[src/rtl/hfr_pkg.sv]
package hfr_pkg;

    typedef enum logic [1:0] {
        PM_D0 = 2'b00,
        PM_D1 = 2'b01,
        PM_D2 = 2'b10,
        PM_D3 = 2'b11
    } pm_state_e;

    // Status byte layout, most significant field first
    typedef struct packed {
        logic       rx_err;     // bit 7
        logic       tx_idle;    // bit 6
        logic       hold_empty; // bit 5
        logic       brk;        // bit 4
        logic [1:0] rsvd;       // bits 3:2
        logic       ovr;        // bit 1
        logic       ready;      // bit 0
    } lsr_t;

    function automatic lsr_t build_status(
        input logic fifo_mode,
        input logic ready,
        input logic hold_empty,
        input logic thr_en,
        input logic brk,
        input logic ovr
    );
        lsr_t s;
        s            = '0;
        s.ready      = ready;
        s.ovr        = ovr;
        s.brk        = brk;
        s.hold_empty = thr_en & hold_empty;
        s.tx_idle    = s.hold_empty;
        s.rx_err     = fifo_mode & brk;
        s.rsvd       = 2'b00;
        return s;
    endfunction

endpackage

[src/rtl/hfr_rst_ctrl.sv]
module hfr_rst_ctrl
    import hfr_pkg::*;
(
    input  logic       clk,
    input  logic       rst,
    input  logic [1:0] pm_state,
    output logic       soft_rst
);
    pm_state_e pm_q;
    logic      wake_evt;

    always_ff @(posedge clk) begin
        if (rst) pm_q <= PM_D0;
        else     pm_q <= pm_state_e'(pm_state);
    end

    assign wake_evt = (pm_q == PM_D3) && (pm_state_e'(pm_state) == PM_D0);
    assign soft_rst = rst | wake_evt;
endmodule

[src/rtl/hfr_fifo.sv]
module hfr_fifo #(
    parameter int W     = 8,
    parameter int DEPTH = 16
) (
    input  logic         clk,
    input  logic         rst,
    input  logic         flush,
    input  logic         push,
    input  logic [W-1:0] wdata,
    input  logic         pop,
    output logic [W-1:0] rdata,
    output logic         empty
);
    localparam int AW = (DEPTH > 1) ? $clog2(DEPTH) : 1;
    localparam int CW = AW + 1;

    logic [W-1:0]  mem [DEPTH];
    logic [AW-1:0] wp, rp;
    logic [CW-1:0] cnt;
    logic          full, do_push, do_pop;

    function automatic logic [AW-1:0] bump(input logic [AW-1:0] p);
        return (p == AW'(DEPTH - 1)) ? '0 : p + AW'(1);
    endfunction

    assign full    = (cnt == CW'(DEPTH));
    assign empty   = (cnt == '0);
    assign do_push = push & ~full;
    assign do_pop  = pop & ~empty;
    assign rdata   = mem[rp];

    always_ff @(posedge clk) begin
        if (rst || flush) begin
            wp  <= '0;
            rp  <= '0;
            cnt <= '0;
        end else begin
            if (do_push) wp <= bump(wp);
            if (do_pop)  rp <= bump(rp);
            case ({do_push, do_pop})
                2'b10:   cnt <= cnt + CW'(1);
                2'b01:   cnt <= cnt - CW'(1);
                default: cnt <= cnt;
            endcase
        end
    end

    always_ff @(posedge clk) begin
        if (do_push && !flush) mem[wp] <= wdata;
    end
endmodule

[src/rtl/hfr_sticky_flag.sv]
module hfr_sticky_flag (
    input  logic clk,
    input  logic rst,
    input  logic set,
    input  logic rd_clr,
    output logic q
);
    always_ff @(posedge clk) begin
        if (rst) q <= 1'b0;
        else     q <= set | (q & ~rd_clr);
    end
endmodule

[src/rtl/hfr_line_status.sv]
module hfr_line_status
    import hfr_pkg::*;
#(
    parameter int DW         = 8,
    parameter int FIFO_DEPTH = 16
) (
    input  logic          clk,
    input  logic          rst,
    input  logic [1:0]    pm_state,
    input  logic          host_fifo_mode,
    input  logic          host_lsr_rd,
    output logic [7:0]    host_lsr,
    input  logic          host_rx_rd,
    output logic [DW-1:0] host_rx_data,
    input  logic          host_tx_wr,
    input  logic [DW-1:0] host_tx_data,
    input  logic          fw_rx_wr,
    input  logic [DW-1:0] fw_rx_data,
    input  logic          fw_tx_rd,
    output logic [DW-1:0] fw_tx_data,
    input  logic          fw_thr_en,
    input  logic          fw_brk_fifo,
    input  logic          fw_brk_reg,
    input  logic          fw_ovr_set
);
    logic          soft_rst;
    logic          mode_q, mode_chg, acc_ok;
    logic [DW-1:0] rx_hold, tx_hold, rx_head, tx_head;
    logic          dr_nf, thre_nf;
    logic          rx_empty, tx_empty;
    logic          brk_q, ovr_q, brk_set;
    lsr_t          status;

    hfr_rst_ctrl u_rst (
        .clk      (clk),
        .rst      (rst),
        .pm_state (pm_state),
        .soft_rst (soft_rst)
    );

    // Mode tracking: a change flushes and forces holding-empty
    always_ff @(posedge clk) begin
        if (soft_rst) mode_q <= 1'b0;
        else          mode_q <= host_fifo_mode;
    end

    assign mode_chg = (host_fifo_mode != mode_q);
    assign acc_ok   = ~mode_chg;

    // Receive FIFO: firmware pushes, host pops
    hfr_fifo #(.W(DW), .DEPTH(FIFO_DEPTH)) u_rx_fifo (
        .clk   (clk),
        .rst   (soft_rst),
        .flush (mode_chg),
        .push  (mode_q & acc_ok & fw_rx_wr),
        .wdata (fw_rx_data),
        .pop   (mode_q & acc_ok & host_rx_rd),
        .rdata (rx_head),
        .empty (rx_empty)
    );

    // Transmit FIFO: host pushes, firmware pops
    hfr_fifo #(.W(DW), .DEPTH(FIFO_DEPTH)) u_tx_fifo (
        .clk   (clk),
        .rst   (soft_rst),
        .flush (mode_chg),
        .push  (mode_q & acc_ok & host_tx_wr),
        .wdata (host_tx_data),
        .pop   (mode_q & acc_ok & fw_tx_rd),
        .rdata (tx_head),
        .empty (tx_empty)
    );

    // Single-register receive path
    always_ff @(posedge clk) begin
        if (soft_rst) begin
            rx_hold <= '0;
            dr_nf   <= 1'b0;
        end else if (mode_chg) begin
            dr_nf   <= 1'b0;
        end else if (!mode_q) begin
            if (fw_rx_wr) begin
                rx_hold <= fw_rx_data;
                dr_nf   <= 1'b1;
            end else if (host_rx_rd) begin
                dr_nf   <= 1'b0;
            end
        end
    end

    // Single-register transmit path
    always_ff @(posedge clk) begin
        if (soft_rst) begin
            tx_hold <= '0;
            thre_nf <= 1'b0;
        end else if (mode_chg) begin
            thre_nf <= 1'b1;
        end else if (!mode_q) begin
            if (host_tx_wr) begin
                tx_hold <= host_tx_data;
                thre_nf <= 1'b0;
            end else if (fw_tx_rd) begin
                thre_nf <= 1'b1;
            end
        end
    end

    // Clear-on-read flags; set requests win over the read clear
    assign brk_set = mode_q ? fw_brk_fifo : fw_brk_reg;

    hfr_sticky_flag u_brk (
        .clk    (clk),
        .rst    (soft_rst),
        .set    (brk_set),
        .rd_clr (host_lsr_rd),
        .q      (brk_q)
    );

    hfr_sticky_flag u_ovr (
        .clk    (clk),
        .rst    (soft_rst),
        .set    (fw_ovr_set),
        .rd_clr (host_lsr_rd),
        .q      (ovr_q)
    );

    assign status = build_status(
        mode_q,
        mode_q ? ~rx_empty : dr_nf,
        mode_q ? tx_empty  : thre_nf,
        fw_thr_en,
        brk_q,
        ovr_q
    );

    assign host_lsr     = status;
    assign host_rx_data = mode_q ? rx_head : rx_hold;
    assign fw_tx_data   = mode_q ? tx_head : tx_hold;
endmodule

[config.mk]
export PLATFORM = sky130hd
export DESIGN_NAME = hfr_line_status
export DESIGN_NICKNAME = d
export VERILOG_FILES = /design/src/rtl/hfr_pkg.sv /design/src/rtl/hfr_rst_ctrl.sv /design/src/rtl/hfr_fifo.sv /design/src/rtl/hfr_sticky_flag.sv /design/src/rtl/hfr_line_status.sv
export SDC_FILE = /design/constraint.sdc
export NUM_CORES = 1
export LEC_CHECK = 0
export BUFFER_PORTS_ARGS = -buffer_cell sky130_fd_sc_hd__buf_2
export CAP_MARGIN = 10
export CORE_UTILIZATION = 55
export CTS_BUF_LIST = sky130_fd_sc_hd__clkbuf_2
export DETAILED_ROUTE_END_ITERATION = 8
export PLACE_DENSITY_LB_ADDON = 0.2
export SLEW_MARGIN = 20
export SYNTH_ARGS = -nofsm -noshare
export SYNTH_HDL_FRONTEND = slang
export SYNTH_SLANG_ARGS = --single-unit
[constraint.sdc]
create_clock -name clk -period 3.6 [get_ports clk]
set_clock_uncertainty 0.2 [all_clocks]
set_input_delay 0.54 -clock clk [delete_from_list [all_inputs] [get_ports clk]]
set_output_delay 0.54 -clock clk [all_outputs]
set_load 0.03 [all_outputs]
==> impl_metrics.py, run 1 <==
metrics = {
    "run_status": {
        "status": "finished clean",
    },
    "cells_and_area": {
        "fin_nets": 939,
        "fill_cells": 1656,
        "final_common_cell": "edfxtp_1",
        "final_cell_count_no_fill": 1242,
        "drive_above_1_share": 0.2897,
        "final_cell_mix": "edfxtp_1, clkbuf_2, mux4_2, nor2_1, dfxtp_1",
        "finalInstanceArea_mm2": 0.01438,
        "synthToLayoutAreaGrowth_pct": 12.23,
    },
    "sta": {
        "slew_headroom": 0.4200,
        "tns_ns": 0,
        "worstMarginPinSlew_ns": 0.8701,
        "fmax_ghz": 0.2934,
        "period_needed_ns": 3.409,
        "slew_violations": 0,
        "setup_viol": 0,
        "rsz0062_at_grt": "no",
        "hold_violations": 0,
        "period_share": 0.9468,
    },
    "floorplanning": {
        "core_area_mm2": 0.02271,
        "initial_core_util": 0.5641,
        "dieArea_mm2": 0.02391,
        "ioPinCount": 54,
        "rows": 55,
        "die_w_um": 154.6,
        "die_h_um": 154.6,
    },
    "global_route": {
        "grt_pass1_wl_um": 39840,
        "grt-ovfl-total": 0,
        "grt_usage": 0.2219,
        "grt_max_degree": 44,
        "antenna_found_initial": 1,
        "grt_pass1_vias": 7498,
    },
    "clocking": {
        "ctsRootBufferMaster": "clkbuf_2",
        "insertion_delay_ns": 0.83,
        "numCtsBuffers": 77,
        "cts_tree": "done",
        "cts_setup_buffers": 0,
        "htreeDepth": 3,
        "cts_buffer_depth": 3,
        "path_clk_slew_ns": 0.09,
        "cts.sinks": 313,
    },
    "worst_hold_path": {
        "min_to": "u_rst.pm_q[1]",
        "hold_start": "pm_state[1]",
        "hp-class": "input port to flop",
        "whs_path_depth": 3,
    },
    "setup_path": {
        "r2r_cells": 8,
        "crit_fanout": 32,
        "worstPathArrival_ns": 2.67,
        "cp.required_ns": 2.86,
        "critPathKind": "flop to primary output",
        "startpoint_type": "flop",
        "cp-end-kind": "primary output",
        "r2r_slack_ns": 0.48,
        "r2r-end": "u_tx_fifo.cnt[4]",
        "r2r_start": "u_tx_fifo.cnt[0]",
    },
    "placed_design": {
        "dp_hpwl_um": 16220,
        "globalplace.congestion": 0.8160,
        "io_buffers": 51,
        "place_inst": 1069,
        "place_area_mm2": 0.01335,
    },
    "synthesis": {
        "synth.distinct_cells": 62,
        "ys_warn_count": 0,
        "synth_edf_count": 256,
        "ys_async_sr_fraction": 0,
        "yosysSeqAreaShare": 0.6891,
        "synth_ff_type": "edfxtp_1",
        "syn_inst": 762,
        "syn_area_mm2": 0.01281,
        "synth.avg_cell_area_um2": 16.81,
        "ys_ff_latch": 313,
    },
    "detailed_routing": {
        "drc": 0,
        "vias": 7310,
        "wire_per_inst_um": 20.61,
        "firstDrtPassIters": 5,
        "drtIter0Drc": 440,
        "routed_via_density": 5.886,
        "ant_nets": 0,
        "totalWireLength_um": 25600,
    },
    "power": {
        "p_per_area_mw_per_mm2": 452.9,
        "power.leakage_nw": 4.923,
        "ir_drop_mv": 0.2698,
    },
    "job": {
        "drv_cap": 0,
    },
}
-- critical path: stages, from the launching register on --
cell and delay, ns:
dfxtp_2 0.35, buf_12 0.26, mux4_2 0.56, o22ai_1 0.30, a221oi_1 0.17, buf_2 0.22
-- logic make-up after synthesis --
family | after synthesis | synth area share
compound gates | 85 | 0.04991
xor+xnor | 8 | 0.005470
fa+ha+maj | 17 | 0.01660
buf+inv | 64 | 0.02412
flops | 313 | 0.6891
mux | 106 | 0.1453
other cells | 1 | 0.0002927
simple gates | 168 | 0.06915
-- worst max path at each step --
stage	startpoint	end	slack, ns	depth (start not counted)
detailed placement	host_fifo_mode	u_rx_fifo.cnt[4]	0.24	11
finish	flop	fw_tx_data[0]	0.19	5
global route	flop	host_rx_data[1]	0.003	5
global placement	host_fifo_mode	u_rx_fifo.cnt[4]	0.35	12
floorplan	host_fifo_mode	u_tx_fifo.cnt[4]	0.58	11
CTS	flop	host_rx_data[1]	0.03	5
-- synthesized netlist by cell type (3+ instances only) --
| master | count | area [um2] |
|---|---|---|
| edfxtp_1 | 256 | 7687 |
| mux4_2 | 64 | 1441 |
| nor2_1 | 64 | 240.2 |
| dfxtp_1 | 57 | 1141 |
| mux2i_1 | 42 | 420.4 |
| nand2_1 | 21 | 78.83 |
| clkbuf_1 | 17 | 63.81 |
| ha_1 | 17 | 212.7 |
| o22ai_1 | 17 | 106.4 |
| a21oi_1 | 16 | 80.08 |
| a221oi_1 | 16 | 140.1 |
| and3_1 | 15 | 93.84 |
| inv_1 | 14 | 52.55 |
| buf_2 | 13 | 65.06 |
| buf_4 | 12 | 90.09 |
| nand2b_1 | 9 | 56.30 |
| nand3_1 | 8 | 40.04 |
| buf_1 | 7 | 26.28 |
| a211oi_1 | 6 | 45.04 |
| nor3_1 | 6 | 30.03 |
| xor2_1 | 6 | 52.55 |
| nor2b_1 | 5 | 31.28 |
| a21boi_0 | 4 | 30.03 |
| and2_1 | 4 | 25.02 |
| and4_1 | 4 | 35.03 |
| o21ai_0 | 4 | 20.02 |
| or2_2 | 4 | 25.02 |
| and3b_1 | 3 | 26.28 |
| nand3b_1 | 3 | 22.52 |
| nor3b_1 | 3 | 22.52 |
-- metrics by stage --
step / setup WS (ns) / hold WS [ns] / total power, mW / utilization
6_report: 0.1914 / 0.2792 / 6.511 / 0.6331
4_1_cts: 0.02676 / 0.1856 / 6.577 / 0.6326
5_1_grt: 0.003289 / 0.2555 / 6.782 / 0.6331
2_1_floorplan: 0.5756 / 0.2407 / 4.153 / -
3_3_place_gp: 0.3537 / 0.2479 / 4.250 / 0.5880
3_5_place_dp: 0.2446 / 0.2755 / 4.258 / 0.5880
-- cell type report --
class / instances / area (um2) / area share
Antenna cell: 1 / 2.502 / 0.0001740
Clock buffer: 114 / 570.5 / 0.03968
Clock inverter: 29 / 147.6 / 0.01027
Inverter: 14 / 52.55 / 0.003655
Multi-Input combinational cell: 386 / 3684 / 0.2562
Sequential cell: 313 / 8836 / 0.6146
Tap cell: 285 / 356.6 / 0.02480
Timing Repair Buffer: 100 / 728.2 / 0.05065
-- per-layer routing --
layer  vias up  part of all wire  GRT usage
li1       3350                 -          -
met1      3689              0.44     0.2997
met2       238              0.49     0.3588
met3        33             0.062    0.04959
met4         0             0.014    0.07732
met5         -                 0          0
-- report_power, final --
part	internal [mW]	switching, mW	total [mW]
Clock	0.929	1.38	2.31
Combinational	0.0893	0.181	0.270
Sequential	3.92	0.00992	3.93
Total	4.94	1.57	6.51
-- sequential cells by signal, indices dropped and copies added, names as in the netlist, named ones only --
name / count
u_tx_fifo.rp: 4
u_rx_fifo.wp: 4
tx_hold: 8
dr_nf: 1
mode_q: 1
u_tx_fifo.cnt: 5
thre_nf: 1
u_rx_fifo.cnt: 5
u_brk.q: 1
u_tx_fifo.wp: 4
u_rst.pm_q: 2
u_rx_fifo.mem: 128
rx_hold: 8
u_tx_fifo.mem: 128
u_ovr.q: 1
u_rx_fifo.rp: 4
-- repair_timing --
item                                    in CTS  in global routing
gates cloned                                 0                  0
hold endpoints to repair                   296                  0
endpoints found under the setup margin       3                  3
resized for setup                            2                  3
hold buffers                                29                  0
pin swaps                                    0                  0
Power figures use the tool's default switching activity.
==> run 2, diff against run 1 <==
==> constraint.sdc (replaced) <==
create_clock -name clk -period 3.6 [get_ports clk]
set_clock_uncertainty 0.2 [all_clocks]
set_input_delay 0.36 -clock clk [delete_from_list [all_inputs] [get_ports clk]]
set_output_delay 0.36 -clock clk [all_outputs]
set_load 0.03 [all_outputs]
==> impl_metrics.py, run 2 (synthesized netlist as in run 1, its figures left out) <==
metrics = {
    "setup_path": {
        "worstPathArrival_ns": 2.76,
        "r2r_cells": 8,
        "crit_fanout": 10,
        "r2r_slack_ns": 0.41,
        "crit_end": "host_rx_data[0]",
        "cp.required_ns": 3.04,
        "startpoint_type": "flop",
        "cp-end-kind": "primary output",
        "critPathKind": "flop to primary output",
        "r2r-end": "u_tx_fifo.cnt[2]",
        "r2r_start": "u_tx_fifo.cnt[2]",
    },
    "floorplanning": {
        "initial_core_util": 0.5641,
        "die_w_um": 154.6,
        "die_h_um": 154.6,
        "ioPinCount": 54,
        "core_area_mm2": 0.02271,
        "dieArea_mm2": 0.02391,
        "rows": 55,
    },
    "global_route": {
        "grt_pass1_wl_um": 40240,
        "antenna_found_initial": 1,
        "grt-ovfl-total": 0,
        "grt_usage": 0.2252,
        "grt_pass1_vias": 7442,
        "grt_max_degree": 44,
    },
    "sta": {
        "slew_violations": 0,
        "period_share": 0.9217,
        "setup_slack_ns": 0.2819,
        "worstMarginPinSlew_ns": 0.8504,
        "setup_viol": 0,
        "hold_violations": 0,
        "slew_headroom": 0.4309,
        "tns_ns": 0,
        "period_needed_ns": 3.318,
        "rsz0062_at_grt": "no",
        "fmax_ghz": 0.3014,
    },
    "power": {
        "power.leakage_nw": 4.899,
        "ir_drop_mv": 0.2530,
        "p_per_area_mw_per_mm2": 453.1,
    },
    "cells_and_area": {
        "fill_cells": 1634,
        "final_cell_mix": "edfxtp_1, clkbuf_2, mux4_2, nor2_1, dfxtp_1",
        "top_regs": "u_rx_fifo.mem x128, u_tx_fifo.mem x128",
        "final_common_cell": "edfxtp_1",
        "fin_nets": 938,
        "post-route-util": 0.6323,
        "synthToLayoutAreaGrowth_pct": 12.09,
        "drive_above_1_share": 0.2823,
    },
    "clocking": {
        "ctsRootBufferMaster": "clkbuf_2",
        "htreeDepth": 3,
        "cts_buffer_depth": 3,
        "insertion_delay_ns": 0.81,
        "cts_tree": "done",
        "cts.sinks": 313,
        "path_clk_slew_ns": 0.10,
        "numCtsBuffers": 77,
    },
    "run_status": {
        "status": "finished clean",
    },
    "worst_hold_path": {
        "hp-class": "input port to flop",
    },
    "placed_design": {
        "globalplace.congestion": 0.8462,
        "io_buffers": 51,
        "dp_hpwl_um": 16350,
        "pre_cts_ws_ns": 0.3984,
    },
    "job": {
        "drv_cap": 0,
    },
    "detailed_routing": {
        "firstDrtPassIters": 5,
        "ant_nets": 0,
        "routed_via_density": 5.932,
        "drc": 0,
        "drtIter0Drc": 634,
        "totalWireLength_um": 25800,
        "wire_per_inst_um": 20.82,
        "vias": 7350,
    },
}
## run 2: area by class of cell
class,instances,area [um2],share of cell area
flip-flops and latches,313,8833,0.6151
diodes,1,2.502,0.0001743
clock buffers,108,540.5,0.03764
repair buffers,99,713.2,0.04966
multi-input cells,386,3684,0.2565
inverters,14,52.55,0.003659
clock inverters,33,177.7,0.01237
well taps,285,356.6,0.02483
## run 2: routing by layer
| layer | vias to the layer above | global-route usage | share of wire |
|---|---|---|---|
| li1 | 3336 | - | - |
| met1 | 3654 | 0.3149 | 0.43 |
| met2 | 311 | 0.3521 | 0.48 |
| met3 | 49 | 0.05127 | 0.070 |
| met4 | 0 | 0.07685 | 0.019 |
| met5 | - | 0 | 0 |
## run 2: where the power goes
group | internal, mW | total, mW | switching, mW
Sequential | 3.92 | 3.93 | 0.00972
Combinational | 0.0895 | 0.273 | 0.183
Clock | 0.902 | 2.30 | 1.40
Total | 4.91 | 6.51 | 1.59
## run 2: how the worst min path moves through the flow
| stage | cells after the start | start | slack [ns] | endpoint |
|---|---|---|---|---|
| floorplan | 1 | rst | 0.23 | u_rst.pm_q[0] |
| global placement | 2 | u_brk.q | 0.25 | u_brk.q |
| detailed placement | 2 | u_brk.q | 0.27 | u_brk.q |
| CTS | 3 | rst | 0.06 | u_rst.pm_q[1] |
| global route | 3 | pm_state[1] | 0.09 | u_rst.pm_q[1] |
| finish | 3 | rst | 0.12 | u_rst.pm_q[1] |
## run 2: repair_timing
action,CTS,global route
resized for setup,1,0
buffers inserted,0,2
hold buffers,29,0
hold endpoints to repair,309,0
endpoints found under the setup margin,2,1
pin swaps,0,0
## run 2: metrics by stage
step	cells	hold WS [ns]	power [mW]	area (um2)
finish	1239	0.1242	6.506	14360
global route	1239	0.09110	6.771	14360
CTS	1236	0.06077	6.570	14340
detailed placement	1066	0.2743	4.259	13330
global placement	1066	0.2490	4.249	13330
floorplan	763	0.2316	4.153	12810
## run 2: critical path, stage by stage, from the launching register on
cell,delay [ns]
dfxtp_1,0.72
or2_2,0.34
o22ai_1,0.12
a221oi_1,0.48
buf_2,0.29
==> run 3, diff against run 2 <==
- clock period: 3.6 -> 3.7 ns (I/O delays scaled with it)
==> impl_metrics.py, run 3 (synthesized netlist as in run 1, its figures left out) <==
metrics = {
    "floorplanning": {
        "die_w_um": 154.6,
        "rows": 55,
        "initial_core_util": 0.5641,
        "dieArea_mm2": 0.02391,
        "ioPinCount": 54,
        "core_area_mm2": 0.02271,
        "die_h_um": 154.6,
    },
    "detailed_routing": {
        "totalWireLength_um": 25890,
        "routed_via_density": 5.836,
        "drtIter0Drc": 488,
        "firstDrtPassIters": 4,
        "wire_per_inst_um": 20.96,
        "ant_nets": 0,
        "drc": 0,
        "vias": 7207,
    },
    "setup_path": {
        "worstPathArrival_ns": 2.82,
        "max_stage_delay_ns": 0.76,
        "r2r_slack_ns": 0.53,
        "critPathKind": "flop to primary output",
        "cp-end-kind": "primary output",
        "slowest_stage": "dfxtp_1",
        "crit_fanout": 10,
        "crit_family": "flip-flops",
        "crit_path_cell_trace": "or2_2 > o22ai_1 > a221oi_1 > buf_2",
        "startpoint_type": "flop",
        "cp.required_ns": 3.13,
        "critPathBufInv": 1,
    },
    "cells_and_area": {
        "final_cell_mix": "edfxtp_1, clkbuf_2, mux4_2, nor2_1, dfxtp_1",
        "synthToLayoutAreaGrowth_pct": 11.81,
        "fin_nets": 937,
        "multi_input_area_mm2": 0.003684,
        "fill_cells": 1685,
        "drive_above_1_share": 0.2813,
        "finalInstanceArea_mm2": 0.01432,
        "final_common_cell": "edfxtp_1",
        "top_regs": "u_rx_fifo.mem x128, u_tx_fifo.mem x128",
        "register_area_mm2": 0.008831,
    },
    "sta": {
        "period_share": 0.9167,
        "hold_violations": 0,
        "rsz0062_at_grt": "no",
        "worstMarginPinSlew_ns": 0.9051,
        "holdWs_ns": 0.1074,
        "setup_viol": 0,
        "slew_violations": 0,
        "fmax_ghz": 0.2948,
        "slew_headroom": 0.3966,
        "period_needed_ns": 3.392,
        "setup_slack_ns": 0.3083,
        "tns_ns": 0,
    },
    "job": {
        "drv_cap": 0,
    },
    "global_route": {
        "grt_max_degree": 44,
        "antenna_found_initial": 1,
        "grt_pass1_vias": 7447,
        "grt_pass1_wl_um": 40430,
        "grt-ovfl-total": 0,
        "grt_usage": 0.2257,
    },
    "power": {
        "power.leakage_nw": 4.880,
        "p_per_area_mw_per_mm2": 440.1,
        "ir_drop_mv": 0.2136,
        "fin_total_pwr_mw": 6.304,
    },
    "worst_hold_path": {
        "hp-class": "input port to flop",
    },
    "clocking": {
        "cts_tree": "done",
        "htreeDepth": 3,
        "numCtsBuffers": 77,
        "cts.sinks": 313,
        "cts_buffer_depth": 3,
        "cts_setup_buffers": 0,
        "path_clk_slew_ns": 0.09,
        "ctsRootBufferMaster": "clkbuf_2",
        "insertion_delay_ns": 0.82,
    },
    "placed_design": {
        "globalplace.congestion": 0.8037,
        "io_buffers": 51,
        "place_area_mm2": 0.01333,
        "pre_cts_ws_ns": 0.4242,
        "dp_hpwl_um": 16260,
    },
    "run_status": {
        "status": "finished clean",
    },
}
## run 3: area by class of cell
type                    instances  share of cell area
repair buffers                 98             0.04839
inverters                      14            0.003669
well taps                     285             0.02490
flip-flops and latches        313              0.6165
clock buffers                 107             0.03739
clock inverters                31             0.01179
diodes                          1           0.0001747
multi-input cells             386              0.2572
## run 3: report_power, final
| part | internal, mW | switching (mW) | leakage (nW) |
|---|---|---|---|
| combinational | 0.0871 | 0.179 | 1.60 |
| sequential | 3.82 | 0.00991 | 2.76 |
| clock | 0.867 | 1.35 | 0.519 |
| total | 4.77 | 1.53 | 4.88 |
## run 3: through the flow
step	util	instances
after global placement	0.5868	1067
after floorplan	-	763
after global routing	0.6307	1235
after CTS	0.6306	1234
after detailed placement	0.5868	1067
final	0.6307	1235
## run 3: metal layers
layer | track usage | vias up | share of wire
li1 | - | 3333 | -
met1 | 0.3106 | 3604 | 0.44
met2 | 0.3575 | 240 | 0.49
met3 | 0.05576 | 30 | 0.060
met4 | 0.07166 | 0 | 0.012
met5 | 0 | - | 0
## run 3: path summary, 6_finish.rpt
path,startpoint,to,depth (start not counted)
worst max-delay path,flop,host_rx_data[0],4
worst min-delay path,rst,u_rst.pm_q[1],3
worst min register to register,tx_hold[5],tx_hold[5],2
worst max register to register,mode_q,u_tx_fifo.cnt[4],9
## run 3: worst reg2reg max path, stage by stage, from the launching register on
cell and delay [ns]:
dfxtp_1 0.34, ha_1 0.33, nand2_1 0.12, a21oi_1 0.41
ha_1 0.49, xor2_1 0.12, ha_1 0.26, or4_1 0.47
and4_1 0.21, mux2i_1 0.11
## run 3: what timing repair did
item / CTS / global route
resized for setup: 0 / 0
endpoints found under the hold margin: 308 / 0
hold buffers: 29 / 0
